`config.mk`:
```
export PLATFORM = sky130hd
export DESIGN_NAME = rst_wake_seq
export DESIGN_NICKNAME = d
export VERILOG_FILES = /design/src/rtl/rsw_pkg.sv /design/src/rtl/rsw_sync.sv /design/src/rtl/rsw_irq_qual.sv /design/src/rtl/rst_wake_seq.sv
export SDC_FILE = /design/constraint.sdc
export NUM_CORES = 1
export LEC_CHECK = 0
export BUFFER_PORTS_ARGS = -buffer_cell sky130_fd_sc_hd__buf_4
export CELL_PAD_IN_SITES_DETAIL_PLACEMENT = 0
export CELL_PAD_IN_SITES_GLOBAL_PLACEMENT = 1
export CORE_ASPECT_RATIO = 0.5
export CORE_MARGIN = 4
export CORE_UTILIZATION = 51
export CTS_CLUSTER_SIZE = 25
export DETAILED_ROUTE_END_ITERATION = 8
export GPL_ROUTABILITY_DRIVEN = 0
export PLACE_DENSITY_LB_ADDON = 0.1
export RECOVER_POWER = 100
export REMOVE_ABC_BUFFERS = 1
export SYNTH_ARGS = -nofsm -noshare
export SYNTH_HDL_FRONTEND = slang
export SYNTH_HIERARCHICAL = 1
export SYNTH_SLANG_ARGS = --single-unit
```
`constraint.sdc`:
```
create_clock -name clk -period 5.06 [get_ports clk]
set_input_delay 0.253 -clock clk [delete_from_list [all_inputs] [get_ports clk]]
set_output_delay 0.253 -clock clk [all_outputs]
set_load 0.01 [all_outputs]
```
`src/rtl/rsw_pkg.sv`:
```
package rsw_pkg;

    typedef enum logic [5:0] {
        ST_RESET = 6'b000001,
        ST_STAB  = 6'b000010,
        ST_BOOT  = 6'b000100,
        ST_RUN   = 6'b001000,
        ST_WAIT  = 6'b010000,
        ST_STOP  = 6'b100000
    } seq_state_e;

endpackage

```
`src/rtl/rsw_sync.sv`:
```
module rsw_sync #(
    parameter int STAGES = 2
) (
    input  logic clk,
    input  logic arst_n,
    input  logic d,
    output logic q
);
    logic [STAGES-1:0] ff_q;

    generate
        if (STAGES == 1) begin : g_single
            always_ff @(posedge clk or negedge arst_n) begin
                if (!arst_n) ff_q <= '0;
                else         ff_q <= d;
            end
        end else begin : g_chain
            always_ff @(posedge clk or negedge arst_n) begin
                if (!arst_n) ff_q <= '0;
                else         ff_q <= {ff_q[STAGES-2:0], d};
            end
        end
    endgenerate

    assign q = ff_q[STAGES-1];
endmodule

```
`src/rtl/rsw_irq_qual.sv`:
```
// Marks a synchronized request that has been seen on two consecutive edges.
module rsw_irq_qual (
    input  logic clk,
    input  logic arst_n,
    input  logic req_s,
    output logic seen2
);
    logic prev_q;

    always_ff @(posedge clk or negedge arst_n) begin
        if (!arst_n) prev_q <= 1'b0;
        else         prev_q <= req_s;
    end

    assign seen2 = req_s & prev_q;
endmodule

```
`src/rtl/rst_wake_seq.sv`:
```
module rst_wake_seq #(
    parameter int LONG_STAB   = 275000,
    parameter int RST_SHORT   = 128,
    parameter int WAKE_SHORT  = 12,
    parameter int BOOT_CYC    = 33,
    parameter int WAIT_WAKE   = 13,
    parameter int SYNC_STAGES = 2
) (
    input  logic clk,
    input  logic por_n,
    input  logic rst_n,
    input  logic irq_n,
    input  logic irq_edge,
    input  logic stab_short,
    input  logic stop_req,
    input  logic wait_req,
    output logic bus_en,
    output logic halt_clk,
    output logic fetch_start,
    output logic irq_take
);
    import rsw_pkg::*;

    localparam int CNT_W      = $clog2(LONG_STAB + 1);
    // thresholds fold in synchronizer and qualifier latency
    localparam int BOOT_LAST  = BOOT_CYC - SYNC_STAGES - 2;
    localparam int WAKE_LAST_S = WAKE_SHORT - SYNC_STAGES - 3;
    localparam int WAKE_LAST_L = LONG_STAB - SYNC_STAGES - 3;
    localparam int WAIT_LAST  = WAIT_WAKE - SYNC_STAGES - 3;
    localparam int POR_LAST_S = RST_SHORT - 1;
    localparam int POR_LAST_L = LONG_STAB - 1;

    typedef struct packed {
        seq_state_e       state;
        logic [CNT_W-1:0] cnt;
        logic             cold;
        logic             armed;
        logic             taken;
        logic             halt;
        logic             bus;
        logic             fetch;
        logic             take;
    } seq_regs_t;

    seq_regs_t r_d, r_q;

    logic rst_arst_n;
    logic rst_ok;
    logic irq_s;
    logic irq_seen2;
    logic wake_ok;
    logic [CNT_W-1:0] stab_last;
    logic [5:0] state_vec;

    assign rst_arst_n = rst_n & por_n;

    rsw_sync #(.STAGES(SYNC_STAGES)) u_rst_sync (
        .clk    (clk),
        .arst_n (rst_arst_n),
        .d      (1'b1),
        .q      (rst_ok)
    );

    rsw_sync #(.STAGES(SYNC_STAGES)) u_irq_sync (
        .clk    (clk),
        .arst_n (por_n),
        .d      (~irq_n),
        .q      (irq_s)
    );

    rsw_irq_qual u_irq_qual (
        .clk    (clk),
        .arst_n (por_n),
        .req_s  (irq_s),
        .seen2  (irq_seen2)
    );

    // an edge request already served must be released before it counts again
    assign wake_ok = irq_seen2 & (~irq_edge | ~r_q.taken);

    always_comb begin
        if (r_q.cold) begin
            stab_last = stab_short ? CNT_W'(POR_LAST_S) : CNT_W'(POR_LAST_L);
        end else begin
            stab_last = stab_short ? CNT_W'(WAKE_LAST_S) : CNT_W'(WAKE_LAST_L);
        end
    end

    always_comb begin
        r_d       = r_q;
        r_d.fetch = 1'b0;
        r_d.take  = 1'b0;
        if (!irq_s) r_d.taken = 1'b0;

        unique case (r_q.state)
            ST_RESET: begin
                r_d.bus   = 1'b0;
                r_d.halt  = 1'b0;
                r_d.armed = 1'b0;
                r_d.cnt   = '0;
                if (rst_ok) begin
                    r_d.state = ST_BOOT;
                    r_d.bus   = 1'b1;
                end
            end
            ST_STAB: begin
                if (!r_q.cold && !rst_ok) begin
                    r_d.state = ST_RESET;
                    r_d.halt  = 1'b0;
                    r_d.bus   = 1'b0;
                end else if (r_q.cnt >= stab_last) begin
                    r_d.cnt = '0;
                    if (r_q.cold) begin
                        r_d.state = ST_RESET;
                        r_d.cold  = 1'b0;
                    end else begin
                        r_d.state = ST_RUN;
                        r_d.halt  = 1'b0;
                        r_d.fetch = 1'b1;
                        r_d.take  = 1'b1;
                        r_d.taken = 1'b1;
                    end
                end else begin
                    r_d.cnt = r_q.cnt + CNT_W'(1);
                end
            end
            ST_BOOT: begin
                if (!rst_ok) begin
                    r_d.state = ST_RESET;
                    r_d.bus   = 1'b0;
                end else if (r_q.cnt >= CNT_W'(BOOT_LAST)) begin
                    r_d.state = ST_RUN;
                    r_d.cnt   = '0;
                    r_d.fetch = 1'b1;
                end else begin
                    r_d.cnt = r_q.cnt + CNT_W'(1);
                end
            end
            ST_RUN: begin
                if (!rst_ok) begin
                    r_d.state = ST_RESET;
                    r_d.bus   = 1'b0;
                end else begin
                    if (irq_edge) begin
                        if (irq_seen2 && !r_q.taken) begin
                            r_d.take  = 1'b1;
                            r_d.taken = 1'b1;
                        end
                    end else begin
                        r_d.take = irq_s;
                    end
                    if (stop_req) begin
                        r_d.state = ST_STOP;
                        r_d.halt  = 1'b1;
                    end else if (wait_req) begin
                        r_d.state = ST_WAIT;
                        r_d.armed = 1'b0;
                        r_d.cnt   = '0;
                    end
                end
            end
            ST_WAIT: begin
                if (!rst_ok) begin
                    r_d.state = ST_RESET;
                    r_d.bus   = 1'b0;
                end else if (!r_q.armed) begin
                    if (wake_ok) begin
                        r_d.armed = 1'b1;
                        r_d.cnt   = '0;
                    end
                end else if (r_q.cnt >= CNT_W'(WAIT_LAST)) begin
                    r_d.state = ST_RUN;
                    r_d.armed = 1'b0;
                    r_d.cnt   = '0;
                    r_d.fetch = 1'b1;
                    r_d.take  = 1'b1;
                    r_d.taken = 1'b1;
                end else begin
                    r_d.cnt = r_q.cnt + CNT_W'(1);
                end
            end
            ST_STOP: begin
                if (!rst_ok) begin
                    r_d.state = ST_RESET;
                    r_d.halt  = 1'b0;
                    r_d.bus   = 1'b0;
                end else if (wake_ok) begin
                    r_d.state = ST_STAB;
                    r_d.cold  = 1'b0;
                    r_d.cnt   = '0;
                end
            end
            default: begin
                r_d.state = ST_RESET;
            end
        endcase
    end

    always_ff @(posedge clk or negedge por_n) begin
        if (!por_n) begin
            r_q.state <= ST_STAB;
            r_q.cnt   <= '0;
            r_q.cold  <= 1'b1;
            r_q.armed <= 1'b0;
            r_q.taken <= 1'b0;
            r_q.halt  <= 1'b0;
            r_q.bus   <= 1'b0;
            r_q.fetch <= 1'b0;
            r_q.take  <= 1'b0;
        end else begin
            r_q <= r_d;
        end
    end

    assign state_vec   = r_q.state;
    assign bus_en      = rst_n & r_q.bus;
    assign halt_clk    = r_q.halt;
    assign fetch_start = r_q.fetch;
    assign irq_take    = r_q.take;
endmodule

```
-- Word level (Yosys, flattened, before mapping)
Index checks and enable logic that the tools add are counted.
- word-level logic and storage cells: 138
- flip-flop bits (word level): 37
- output and inout bits: 4
- reductions and logical operators: 17
- equal/unequal tests: 28
- bitwise logic cells: 8
- $lt $le $gt $ge: 3
- mux-type cells: 69
- add/subtract/negate cells: 1
- operators with widths (kind ; count):
    two-way mux 19 bit ; 12
    one-hot mux 19 bit (6 select lines) ; 1
    two-way mux 6 bit ; 11
    two-way mux 20 bit ; 2
    one-hot mux 6 bit (6 select lines) ; 1
    two-way mux 26 bit ; 1
    two-way mux 25 bit ; 1
    two-way mux 2 bit ; 11
    != test 3 bit, second input constant ; 7
    two-way mux 1 bit ; 20
    adder 19 x 1 -> 19 bit, second input constant ; 1
    greater-or-equal comparator 19 bit ; 1
    greater-or-equal comparator 19 x 4 -> 1 bit, second input constant ; 1
    greater-or-equal comparator 19 x 5 -> 1 bit, second input constant ; 1
    != test 2 bit, second input constant ; 9
    one-hot mux 1 bit (3 select lines) ; 4
    != test 2 x 1 -> 1 bit, second input constant ; 5
    AND reduction 10 bit ; 1
    AND reduction 5 bit ; 2
    one-hot mux 1 bit (4 select lines) ; 2
    nonzero test 4 bit ; 2
    AND reduction 7 bit ; 1
    equality test 6 x 1 -> 1 bit, second input constant ; 1
    equality test 6 x 2 -> 1 bit, second input constant ; 1
    other kinds (19) ; 27

-- Longest topological paths before layout
Gate-level depths: netlist of run 1.
- depth after elaboration: 7
- mapped depth: 11
- mapped depth without buffers: 9

-- Modules after synthesis
The synthesis of run 1 kept the hierarchy.
- modules (own cells, without submodules) (module ; area each (um^2) ; times used ; sequential area each (um^2) ; cells each):
    rst_wake_seq ; 2332.2 ; 1 ; 803.3 ; 268
    rsw_sync ; 50.0 ; 2 ; 50.0 ; 2
    rsw_irq_qual ; 31.3 ; 1 ; 25.0 ; 2

-- Worst setup path after synthesis of run 1
Ideal clock, no wire load.
- path kind: register to register
- start point: reg r_q[22] in the netlist's numbering
- end point: reg r_q[17] in the netlist's numbering
- library setup time: 92 ps
- buffers on the path: 2
- stages on the path, launching flop included: 10
- setup slack: 2463 ps
- required time: 4968 ps
- data arrival time: 2505 ps
- cells stage by stage: dfrtp_1 > or4_4 > or4_4 > nor3_2 > a31oi_4 > nand2_2 > nand2b_2 > buf_6 > buf_8 > o31ai_2
- word-level cells in the longest chain between the ends: 5
- elaborated cells between the ends (all ways): 11
- ends and longest elaborated chain (item ; RTL line ; RTL):
    from (decl) ; rst_wake_seq.sv:45 ; seq_regs_t r_d, r_q;
    from (signal assigned) ; rst_wake_seq.sv:211 ; r_q <= r_d;
    greater-or-equal comparator 19 x 4 -> 1 bit ; rst_wake_seq.sv:171 ; end else if (r_q.cnt >= CNT_W'(WAIT_LAST)) begin
    two-way mux 19 bit ; rst_wake_seq.sv:171 ;
    two-way mux 19 bit ; rst_wake_seq.sv:166 ; end else if (!r_q.armed) begin
    two-way mux 19 bit ; rst_wake_seq.sv:163 ; if (!rst_ok) begin
    one-hot mux 19 bit (6 select lines) * ; rst_wake_seq.sv:95 ; unique case (r_q.state)
Every way passes the cells marked *; elsewhere a longest branch is shown, timed or not. The select of a mux whose other input is x is not followed.
A chain may end at the register's enable or synchronous reset.

-- Worst setup path in the final report of run 1
- start point: reg r_q[8] in the netlist's numbering
- end point: reg r_q[20] in the netlist's numbering
- word-level cells in the longest chain between the ends: 5
- elaborated cells between the ends (all ways): 12
- ends and longest elaborated chain (item ; RTL line):
    adder 19 x 1 -> 19 bit or greater-or-equal comparator 19 x 4 -> 1 bit (tied branches) ; -
    two-way mux 19 bit ; rst_wake_seq.sv:171
    two-way mux 19 bit ; rst_wake_seq.sv:166
    two-way mux 19 bit ; rst_wake_seq.sv:163
    one-hot mux 19 bit (6 select lines) * ; rst_wake_seq.sv:95
Marks and branches as above.

==> results of run 1 <==
logic make-up after synthesis:
family          synth area share
simple gates               0.279
compound gates             0.244
fa+ha+maj                 0.0508
mux                      0.00406
other cells              0.00152
flops                      0.377
xor+xnor                 0.00711
buf+inv                   0.0366
cell usage in the layout, fill, tap and decap left out, drive strengths merged, types with 8 or more instances in the layout:
master	synthesis	routed
clkbuf	6	13
a21oi	13	13
ha	10	10
nand3	15	15
nand2	24	24
nand4	9	9
dfrtp	35	35
nor3	11	11
a2bb2oi	8	8
o31ai	11	11
nor2	20	20
o21ai	21	21
power breakdown:
group,total (uW),switching [uW],internal [uW]
clock,229,106,123
sequential,341,28.4,313
combinational,221,141,80.2
total,792,275,516
through the flow:
stage / area (um2) / power, uW
after global placement: 2560 / 572
after global routing: 2630 / 840
after floorplan: 2400 / 501
after detailed placement: 2560 / 572
final: 2630 / 792
after CTS: 2690 / 804
synthesized netlist by cell type, types with 3 or more instances:
library cell,count
dfrtp_1,35
nand2_1,23
nor2_1,20
o21ai_0,19
nand3_1,15
a21oi_1,13
ha_1,10
nor3_1,9
a2bb2oi_1,8
nand4_1,8
inv_1,7
or3_1,7
and2_1,6
clkbuf_1,6
nand2b_1,6
o31ai_1,6
a31oi_1,5
o31ai_2,5
a22o_1,3
and3_1,3
buf_2,3
o22ai_1,3
flip-flops by register name, indices dropped and copies added, names as in the netlist:
name	flops
u_rst_sync/ff_q	2
state_vec	6
u_irq_sync/ff_q	2
irq_take	1
halt_clk	1
fetch_start	1
u_irq_qual/prev_q	1
r_q	23
routing by layer:
layer,part of all wire,vias to the layer above
met5,0,-
met4,0.010,0
met1,0.46,1071
met2,0.48,56
met3,0.049,9
li1,-,1056
how the worst min path moves through the flow:
stage                      from                 end  cells after the start
after detailed placement  rst_n  u_rst_sync/ff_q[0]                      2
final                     irq_n  u_irq_sync/ff_q[0]                      2
after CTS                 irq_n  u_irq_sync/ff_q[0]                      2
after global routing      irq_n  u_irq_sync/ff_q[0]                      2
after global placement    rst_n  u_rst_sync/ff_q[1]                      2
after floorplan           por_n         fetch_start                      0
worst register-to-register path, delay by kind of cell (launching register included):
kind / cells / cell delay [ns]
buffers and inverters: 1 / 0.15
flip-flops: 1 / 0.45
AO/OA/AOI/OAI: 4 / 1.37
adder cells (fa/ha/maj): 1 / 0.16
AND/OR/NAND/NOR: 3 / 1.32
cell type report:
| type | instances | area [um2] |
|---|---|---|
| fillers | 410 | 1900 |
| multi-input cells | 219 | 1400 |
| flip-flops and latches | 37 | 928 |
| clock buffers | 7 | 96.3 |
| repair buffers | 13 | 83.8 |
| well taps | 66 | 82.6 |
| inverters | 7 | 26.3 |
| clock inverters | 1 | 5.00 |
==> flow_results.xml, run 1 <==
<?xml version="1.0" encoding="UTF-8"?>
<metrics>
  <group name="setup_path">
    <metric name="reg2reg_setup_slack" unit="ns">1.49</metric>
    <metric name="crit-reg2reg-launch" unit="">r_q[8]</metric>
    <metric name="max_stage_delay" unit="ns">0.76</metric>
    <metric name="worst_path_most_repeated_cell" unit="">a31oi_1</metric>
    <metric name="cp_max_fo" unit="">10</metric>
    <metric name="list_of_cells_traversed_by_the_critical_path" unit="">inv_1, ha_1, or4b_2, a31oi_1, nor3_1, a31oi_1, and2_0, a2bb2oi_1, o31ai_2</metric>
    <metric name="worstSetupEndpointType" unit="">flip-flop</metric>
    <metric name="critPathKind" unit="">flip-flop to flip-flop</metric>
    <metric name="crit_path_cell_count" unit="">9</metric>
    <metric name="reg2regPathDepth" unit="">9</metric>
    <metric name="cpMaxStageDelayCell" unit="">a31oi_1</metric>
    <metric name="cp.required" unit="ns">5.22</metric>
    <metric name="critical_path.top_delay_family" unit="">compound AO/OA/AOI/OAI gates</metric>
    <metric name="crit_path_buf_inv_count" unit="">1</metric>
    <metric name="crit_start" unit="">r_q[8]</metric>
    <metric name="arrival" unit="ns">3.73</metric>
    <metric name="start_kind" unit="">flip-flop</metric>
    <metric name="worstReg2RegEnd" unit="">r_q[20]</metric>
    <metric name="endpoint" unit="">r_q[20]</metric>
  </group>
  <group name="synth">
    <metric name="synth.largest_area_cell" unit="">dfrtp_1</metric>
    <metric name="synth-async-reset-ratio" unit="">1.00</metric>
    <metric name="synth_cells" unit="">274</metric>
    <metric name="synth.yosys.seq_area_share" unit="">0.377</metric>
    <metric name="post_synth_edffs" unit="">0</metric>
    <metric name="synthTopCellsByArea" unit="">dfrtp_1 (36%), ha_1 (5.1%), o21ai_0 (3.9%), nand2_1 (3.5%), nand3_1 (3.0%)</metric>
    <metric name="post_synth_num_cell_types" unit="">61</metric>
    <metric name="synthesized_flop_and_latch_total" unit="">37</metric>
    <metric name="synth-warning-count" unit="">6</metric>
    <metric name="synthesis.area" unit="um2">2460</metric>
    <metric name="synthesis.area_per_instance" unit="um2">8.99</metric>
    <metric name="yosysTopAreaCellShare" unit="">0.356</metric>
    <metric name="ys_dominant_reg_cell" unit="">dfrtp_1</metric>
  </group>
  <group name="die">
    <metric name="die_span_in_x" unit="um">106</metric>
    <metric name="chipHeight" unit="um">57.1</metric>
    <metric name="initial_cell_density_of_the_core" unit="">0.544</metric>
    <metric name="io-pin-count" unit="">12</metric>
    <metric name="fp.dieArea" unit="um2">6070</metric>
    <metric name="placeableCoreArea" unit="um2">4530</metric>
    <metric name="rows" unit="">17</metric>
  </group>
  <group name="global_routing">
    <metric name="maximum_number_of_pins_on_one_net_before_global_route_repair" unit="">37</metric>
    <metric name="grt_usage" unit="">0.205</metric>
    <metric name="globalRouteMet3Util" unit="">0.0486</metric>
    <metric name="use_met1" unit="">0.279</metric>
    <metric name="grt_use_met2" unit="">0.336</metric>
    <metric name="grt.overflow.total" unit="">0</metric>
    <metric name="grt_pass1_wl" unit="mm">9.90</metric>
    <metric name="busiest_layer" unit="">met2</metric>
    <metric name="first_global_vias" unit="">2073</metric>
    <metric name="antenna_found_initial" unit="">0</metric>
  </group>
  <group name="sta">
    <metric name="final.setup.tns" unit="ns">0</metric>
    <metric name="setup-violations-final" unit="">0</metric>
    <metric name="setup_ws" unit="ns">1.49</metric>
    <metric name="post-route-period-util" unit="">0.705</metric>
    <metric name="max-slew-margin-rel" unit="">-0.320</metric>
    <metric name="hold-worst-slack" unit="ns">0.122</metric>
    <metric name="hold_viol" unit="">0</metric>
    <metric name="achievable-frequency" unit="MHz">280</metric>
    <metric name="rsz0062_at_grt" unit="">no</metric>
    <metric name="final_period_minus_worst_setup_slack" unit="ns">3.57</metric>
    <metric name="worst_clock_skew" unit="ns">0.00781</metric>
    <metric name="least_margin_pin_slew" unit="ns">1.98</metric>
    <metric name="finalMaxSlewViolations" unit="">37</metric>
  </group>
  <group name="status">
    <metric name="violated_checks" unit="">capacitance limit, slew limit</metric>
    <metric name="result_of_the_run" unit="">finished, violations left</metric>
  </group>
  <group name="power_and_ir_drop">
    <metric name="power_per_cell_area" unit="nW/um2">301</metric>
    <metric name="power.ir.vdd_worst" unit="uV">125</metric>
    <metric name="leak" unit="uW">0.00113</metric>
  </group>
  <group name="route">
    <metric name="via_count" unit="">2192</metric>
    <metric name="detail_route.wirelength" unit="mm">5.88</metric>
    <metric name="drtPass1Iterations" unit="">5</metric>
    <metric name="routed_wire_length_per_instance" unit="um">16.8</metric>
    <metric name="ant_nets" unit="">0</metric>
    <metric name="post-route-drc-count" unit="">0</metric>
    <metric name="initialDrtViolationCount" unit="">140</metric>
    <metric name="route.detailed.vias_per_inst" unit="">6.26</metric>
  </group>
  <group name="cells_and_area">
    <metric name="final_util" unit="">0.580</metric>
    <metric name="finish.net_count" unit="">301</metric>
    <metric name="antenna_cells_inserted" unit="">0</metric>
    <metric name="layoutNonFillerInstCount" unit="">350</metric>
    <metric name="areaGrowthSynthToFinish" unit="%">6.60</metric>
    <metric name="drive_above_1_share" unit="">0.0951</metric>
  </group>
  <group name="clocking">
    <metric name="clk_path_buf_depth" unit="">2</metric>
    <metric name="cts_sinks" unit="">37</metric>
    <metric name="post_cts_buffers" unit="">0</metric>
    <metric name="clock_insertion_delay_worst_skew" unit="ns">0.29</metric>
    <metric name="hold_buf_count_cts" unit="">2</metric>
    <metric name="clk_root_buffer_cell" unit="">clkbuf_8</metric>
    <metric name="cts_buffers" unit="">5</metric>
    <metric name="number_of_resized_instances_in_the_post_cts_repair_step" unit="">0</metric>
    <metric name="clkTransAtPathRegs" unit="ns">0.08</metric>
    <metric name="ctsHtreeMaxLevel" unit="">2</metric>
    <metric name="cts_tree" unit="">yes</metric>
  </group>
  <group name="placed_design">
    <metric name="place.port_buffers" unit="">11</metric>
    <metric name="place.detailed.hpwl" unit="mm">4.28</metric>
    <metric name="place_worst_setup_slack" unit="ns">1.89</metric>
    <metric name="post-place-cells" unit="">340</metric>
  </group>
  <group name="run">
    <metric name="max-cap-violations" unit="">1</metric>
  </group>
  <group name="worst_hold_path">
    <metric name="hold_path_class" unit="">primary input to flip-flop</metric>
  </group>
</metrics>
Note: power is estimated with default switching activity, not from simulation.
==> run 2: changes to the inputs <==
- ABC_AREA: default -> 1
- CORE_UTILIZATION: 51 -> 45
- clock period: 5.06 -> 3.4 ns (I/O delays scaled with it)
==> run 2 against run 1 <==
The flow still finishes with violations (capacitance limit, slew limit). Non-clock buffer count is the same. Final cell count grew 49%. Sequential cell count is the same. Sequential power rose by 42%. Synthesized cell count grew 52%. Largest power group is now clock.
==> flow_results.xml, run 2 <==
<?xml version="1.0" encoding="UTF-8"?>
<metrics>
  <group name="status">
    <metric name="result_of_the_run" unit="">finished, violations left</metric>
    <metric name="violated_checks" unit="">capacitance limit, slew limit</metric>
  </group>
  <group name="sta">
    <metric name="final.setup.tns" unit="ns">0</metric>
    <metric name="hold_viol" unit="">0</metric>
    <metric name="max-slew-margin-rel" unit="">-0.341</metric>
    <metric name="setup_ws" unit="ns">0.724</metric>
    <metric name="setup-violations-final" unit="">0</metric>
    <metric name="rsz0062_at_grt" unit="">no</metric>
    <metric name="final_period_minus_worst_setup_slack" unit="ns">2.68</metric>
    <metric name="least_margin_pin_slew" unit="ns">2.01</metric>
    <metric name="achievable-frequency" unit="MHz">374</metric>
    <metric name="finalMaxSlewViolations" unit="">37</metric>
    <metric name="worst_clock_skew" unit="ns">0.00877</metric>
    <metric name="post-route-period-util" unit="">0.787</metric>
  </group>
  <group name="synth">
    <metric name="synth-warning-count" unit="">6</metric>
    <metric name="synth-async-reset-ratio" unit="">1.00</metric>
    <metric name="synthesized_flop_and_latch_total" unit="">37</metric>
    <metric name="yosys.cell_count.top_type" unit="">nand2_1</metric>
    <metric name="synth_cells" unit="">417</metric>
    <metric name="yosys-top-cells-count" unit="">nand2_1 (125), inv_1 (52), nor2_1 (46)</metric>
    <metric name="synthTopCellsByArea" unit="">dfrtp_1 (30%), nand2_1 (16%), inv_1 (6.8%), nor2_1 (6.0%), nand3_1 (5.7%)</metric>
    <metric name="synthesis.area_per_instance" unit="um2">6.93</metric>
    <metric name="synth.largest_area_cell" unit="">dfrtp_1</metric>
    <metric name="post_synth_num_cell_types" unit="">41</metric>
    <metric name="ys_dominant_reg_cell" unit="">dfrtp_1</metric>
    <metric name="post_synth_edffs" unit="">0</metric>
    <metric name="yosysTopAreaCellShare" unit="">0.303</metric>
    <metric name="synth.yosys.seq_area_share" unit="">0.321</metric>
    <metric name="synthesis.area" unit="um2">2890</metric>
  </group>
  <group name="die">
    <metric name="chipHeight" unit="um">64.6</metric>
    <metric name="fp.dieArea" unit="um2">7840</metric>
    <metric name="placeableCoreArea" unit="um2">6130</metric>
    <metric name="io-pin-count" unit="">12</metric>
    <metric name="initial_cell_density_of_the_core" unit="">0.471</metric>
    <metric name="rows" unit="">20</metric>
    <metric name="die_span_in_x" unit="um">121</metric>
  </group>
  <group name="global_routing">
    <metric name="grt_usage" unit="">0.187</metric>
    <metric name="first_global_vias" unit="">2442</metric>
    <metric name="antenna_found_initial" unit="">0</metric>
    <metric name="grt_pass1_wl" unit="mm">11.7</metric>
    <metric name="maximum_number_of_pins_on_one_net_before_global_route_repair" unit="">37</metric>
    <metric name="grt.overflow.total" unit="">0</metric>
  </group>
  <group name="placed_design">
    <metric name="place.port_buffers" unit="">11</metric>
    <metric name="place.detailed.hpwl" unit="mm">5.27</metric>
    <metric name="place_worst_setup_slack" unit="ns">0.963</metric>
  </group>
  <group name="setup_path">
    <metric name="cp.required" unit="ns">3.56</metric>
    <metric name="crit-reg2reg-launch" unit="">r_q[6]</metric>
    <metric name="critPathKind" unit="">flip-flop to flip-flop</metric>
    <metric name="cp_max_fo" unit="">19</metric>
    <metric name="endpoint" unit="">r_q[23]</metric>
    <metric name="worstReg2RegEnd" unit="">r_q[23]</metric>
    <metric name="crit_start" unit="">r_q[6]</metric>
    <metric name="reg2reg_setup_slack" unit="ns">0.72</metric>
    <metric name="worstSetupEndpointType" unit="">flip-flop</metric>
    <metric name="start_kind" unit="">flip-flop</metric>
    <metric name="arrival" unit="ns">2.84</metric>
    <metric name="reg2regPathDepth" unit="">13</metric>
  </group>
  <group name="route">
    <metric name="route.detailed.vias_per_inst" unit="">5.02</metric>
    <metric name="initialDrtViolationCount" unit="">184</metric>
    <metric name="post-route-drc-count" unit="">0</metric>
    <metric name="detail_route.wirelength" unit="mm">6.91</metric>
    <metric name="ant_nets" unit="">0</metric>
    <metric name="via_count" unit="">2612</metric>
    <metric name="routed_wire_length_per_instance" unit="um">13.3</metric>
    <metric name="drtPass1Iterations" unit="">4</metric>
  </group>
  <group name="cells_and_area">
    <metric name="final.fill_count" unit="">614</metric>
    <metric name="top_register" unit="">r_q</metric>
    <metric name="layout_commonest_cell" unit="">nand2_1</metric>
    <metric name="antenna_cells_inserted" unit="">0</metric>
    <metric name="layout.cells.most_common_list" unit="">nand2_1 (127), inv_1 (52), nor2_1 (46), dfrtp_1 (35), nand3_1 (33)</metric>
    <metric name="drive_above_1_share" unit="">0.123</metric>
    <metric name="final_util" unit="">0.522</metric>
    <metric name="largest_register_ffs" unit="">23</metric>
    <metric name="areaGrowthSynthToFinish" unit="%">10.9</metric>
    <metric name="finish.net_count" unit="">449</metric>
  </group>
  <group name="clocking">
    <metric name="cts_tree" unit="">yes</metric>
    <metric name="ctsHtreeMaxLevel" unit="">2</metric>
    <metric name="clock_insertion_delay_worst_skew" unit="ns">0.29</metric>
    <metric name="cts_sinks" unit="">37</metric>
    <metric name="cts_buffers" unit="">5</metric>
    <metric name="clk_root_buffer_cell" unit="">clkbuf_16</metric>
    <metric name="clk_path_buf_depth" unit="">2</metric>
    <metric name="clkTransAtPathRegs" unit="ns">0.06</metric>
  </group>
  <group name="power_and_ir_drop">
    <metric name="power.ir.vdd_worst" unit="uV">176</metric>
    <metric name="leak" unit="uW">0.00161</metric>
    <metric name="power_per_cell_area" unit="nW/um2">436</metric>
  </group>
  <group name="run">
    <metric name="max-cap-violations" unit="">1</metric>
  </group>
  <group name="worst_hold_path">
    <metric name="hold_path_class" unit="">primary input to flip-flop</metric>
  </group>
</metrics>
-- run 2: logic make-up (layout without fill, tap and decap cells) --
| kind of cell | count (synthesis) | count (layout) | share of synthesized area |
|---|---|---|---|
| AO/OA/AOI/OAI | 31 | 31 | 0.0685 |
| XOR/XNOR | 13 | 13 | 0.0394 |
| adder cells (fa/ha/maj) | 10 | 10 | 0.0433 |
| buffers and inverters | 62 | 77 | 0.0897 |
| flip-flops | 37 | 37 | 0.321 |
| other | 1 | 1 | 0.00130 |
| AND/OR/NAND/NOR | 263 | 263 | 0.436 |
-- run 2: final cells by class --
class                           count  area, um2  share of cell area
Multi-Input combinational cell    318       1700               0.529
Sequential cell                    37        928               0.290
Inverter                           56        210              0.0656
Clock buffer                        5        125              0.0391
Tap cell                           88        110              0.0344
Timing Repair Buffer               13       87.6              0.0273
Clock inverter                      3       46.3              0.0145
-- run 2: per-layer routing --
layer / part of all wire / track usage / wire (um) / vias up
met3: 0.059 / 0.0480 / 410 / 4
met2: 0.43 / 0.290 / 2980 / 63
met4: 0.0025 / 0.0237 / 17 / 0
li1: - / - / - / 1349
met1: 0.51 / 0.269 / 3500 / 1196
met5: 0 / 0 / 0 / -
-- run 2: worst max-delay path, cell delays in order (launching register included) --
cell	delay, ns
dfstp_1	0.65
nand2_1	0.14
ha_1	0.29
inv_1	0.05
nor3_1	0.26
nand3_1	0.14
nor2_1	0.12
nand2_1	0.06
nand2_1	0.05
nor2_1	0.07
nand3_2	0.09
nand2_1	0.38
nand2_1	0.18
nand2_1	0.07
-- run 2: what timing repair did --
item,4_1_cts,5_1_grt
hold buffers,2,0
buffers inserted,0,0
hold endpoints to repair,35,0
resized for setup,0,0
-- run 2: worst min path at each step --
stage           from            endpoint  slack [ns]  depth (start not counted)
3_3_place_gp   rst_n  u_rst_sync/ff_q[1]        0.05                          3
4_1_cts        irq_n  u_irq_sync/ff_q[0]        0.01                          2
6_report       irq_n  u_irq_sync/ff_q[0]        0.04                          2
5_1_grt        irq_n  u_irq_sync/ff_q[0]        0.05                          2
2_1_floorplan  por_n         fetch_start       -0.13                          0
3_5_place_dp   rst_n  u_rst_sync/ff_q[0]        0.05                          3
-- run 2: report_power, final --
part	total [uW]	internal (uW)	switching, uW	leakage, uW
clock network	538	347	191	0.0000800
logic	376	111	265	0.00103
registers	483	462	20.8	0.000493
total	1400	920	476	0.00161
-- run 2: through the flow --
stage / instance area (um2) / power (uW) / hold slack [ns] / cells
floorplan: 2840 / 765 / -0.126 / 411
finish: 3200 / 1400 / 0.0393 / 520
detailed placement: 3030 / 872 / 0.0540 / 510
global placement: 3030 / 868 / 0.0498 / 510
global route: 3200 / 1470 / 0.0458 / 520
CTS: 3220 / 1420 / 0.0122 / 520
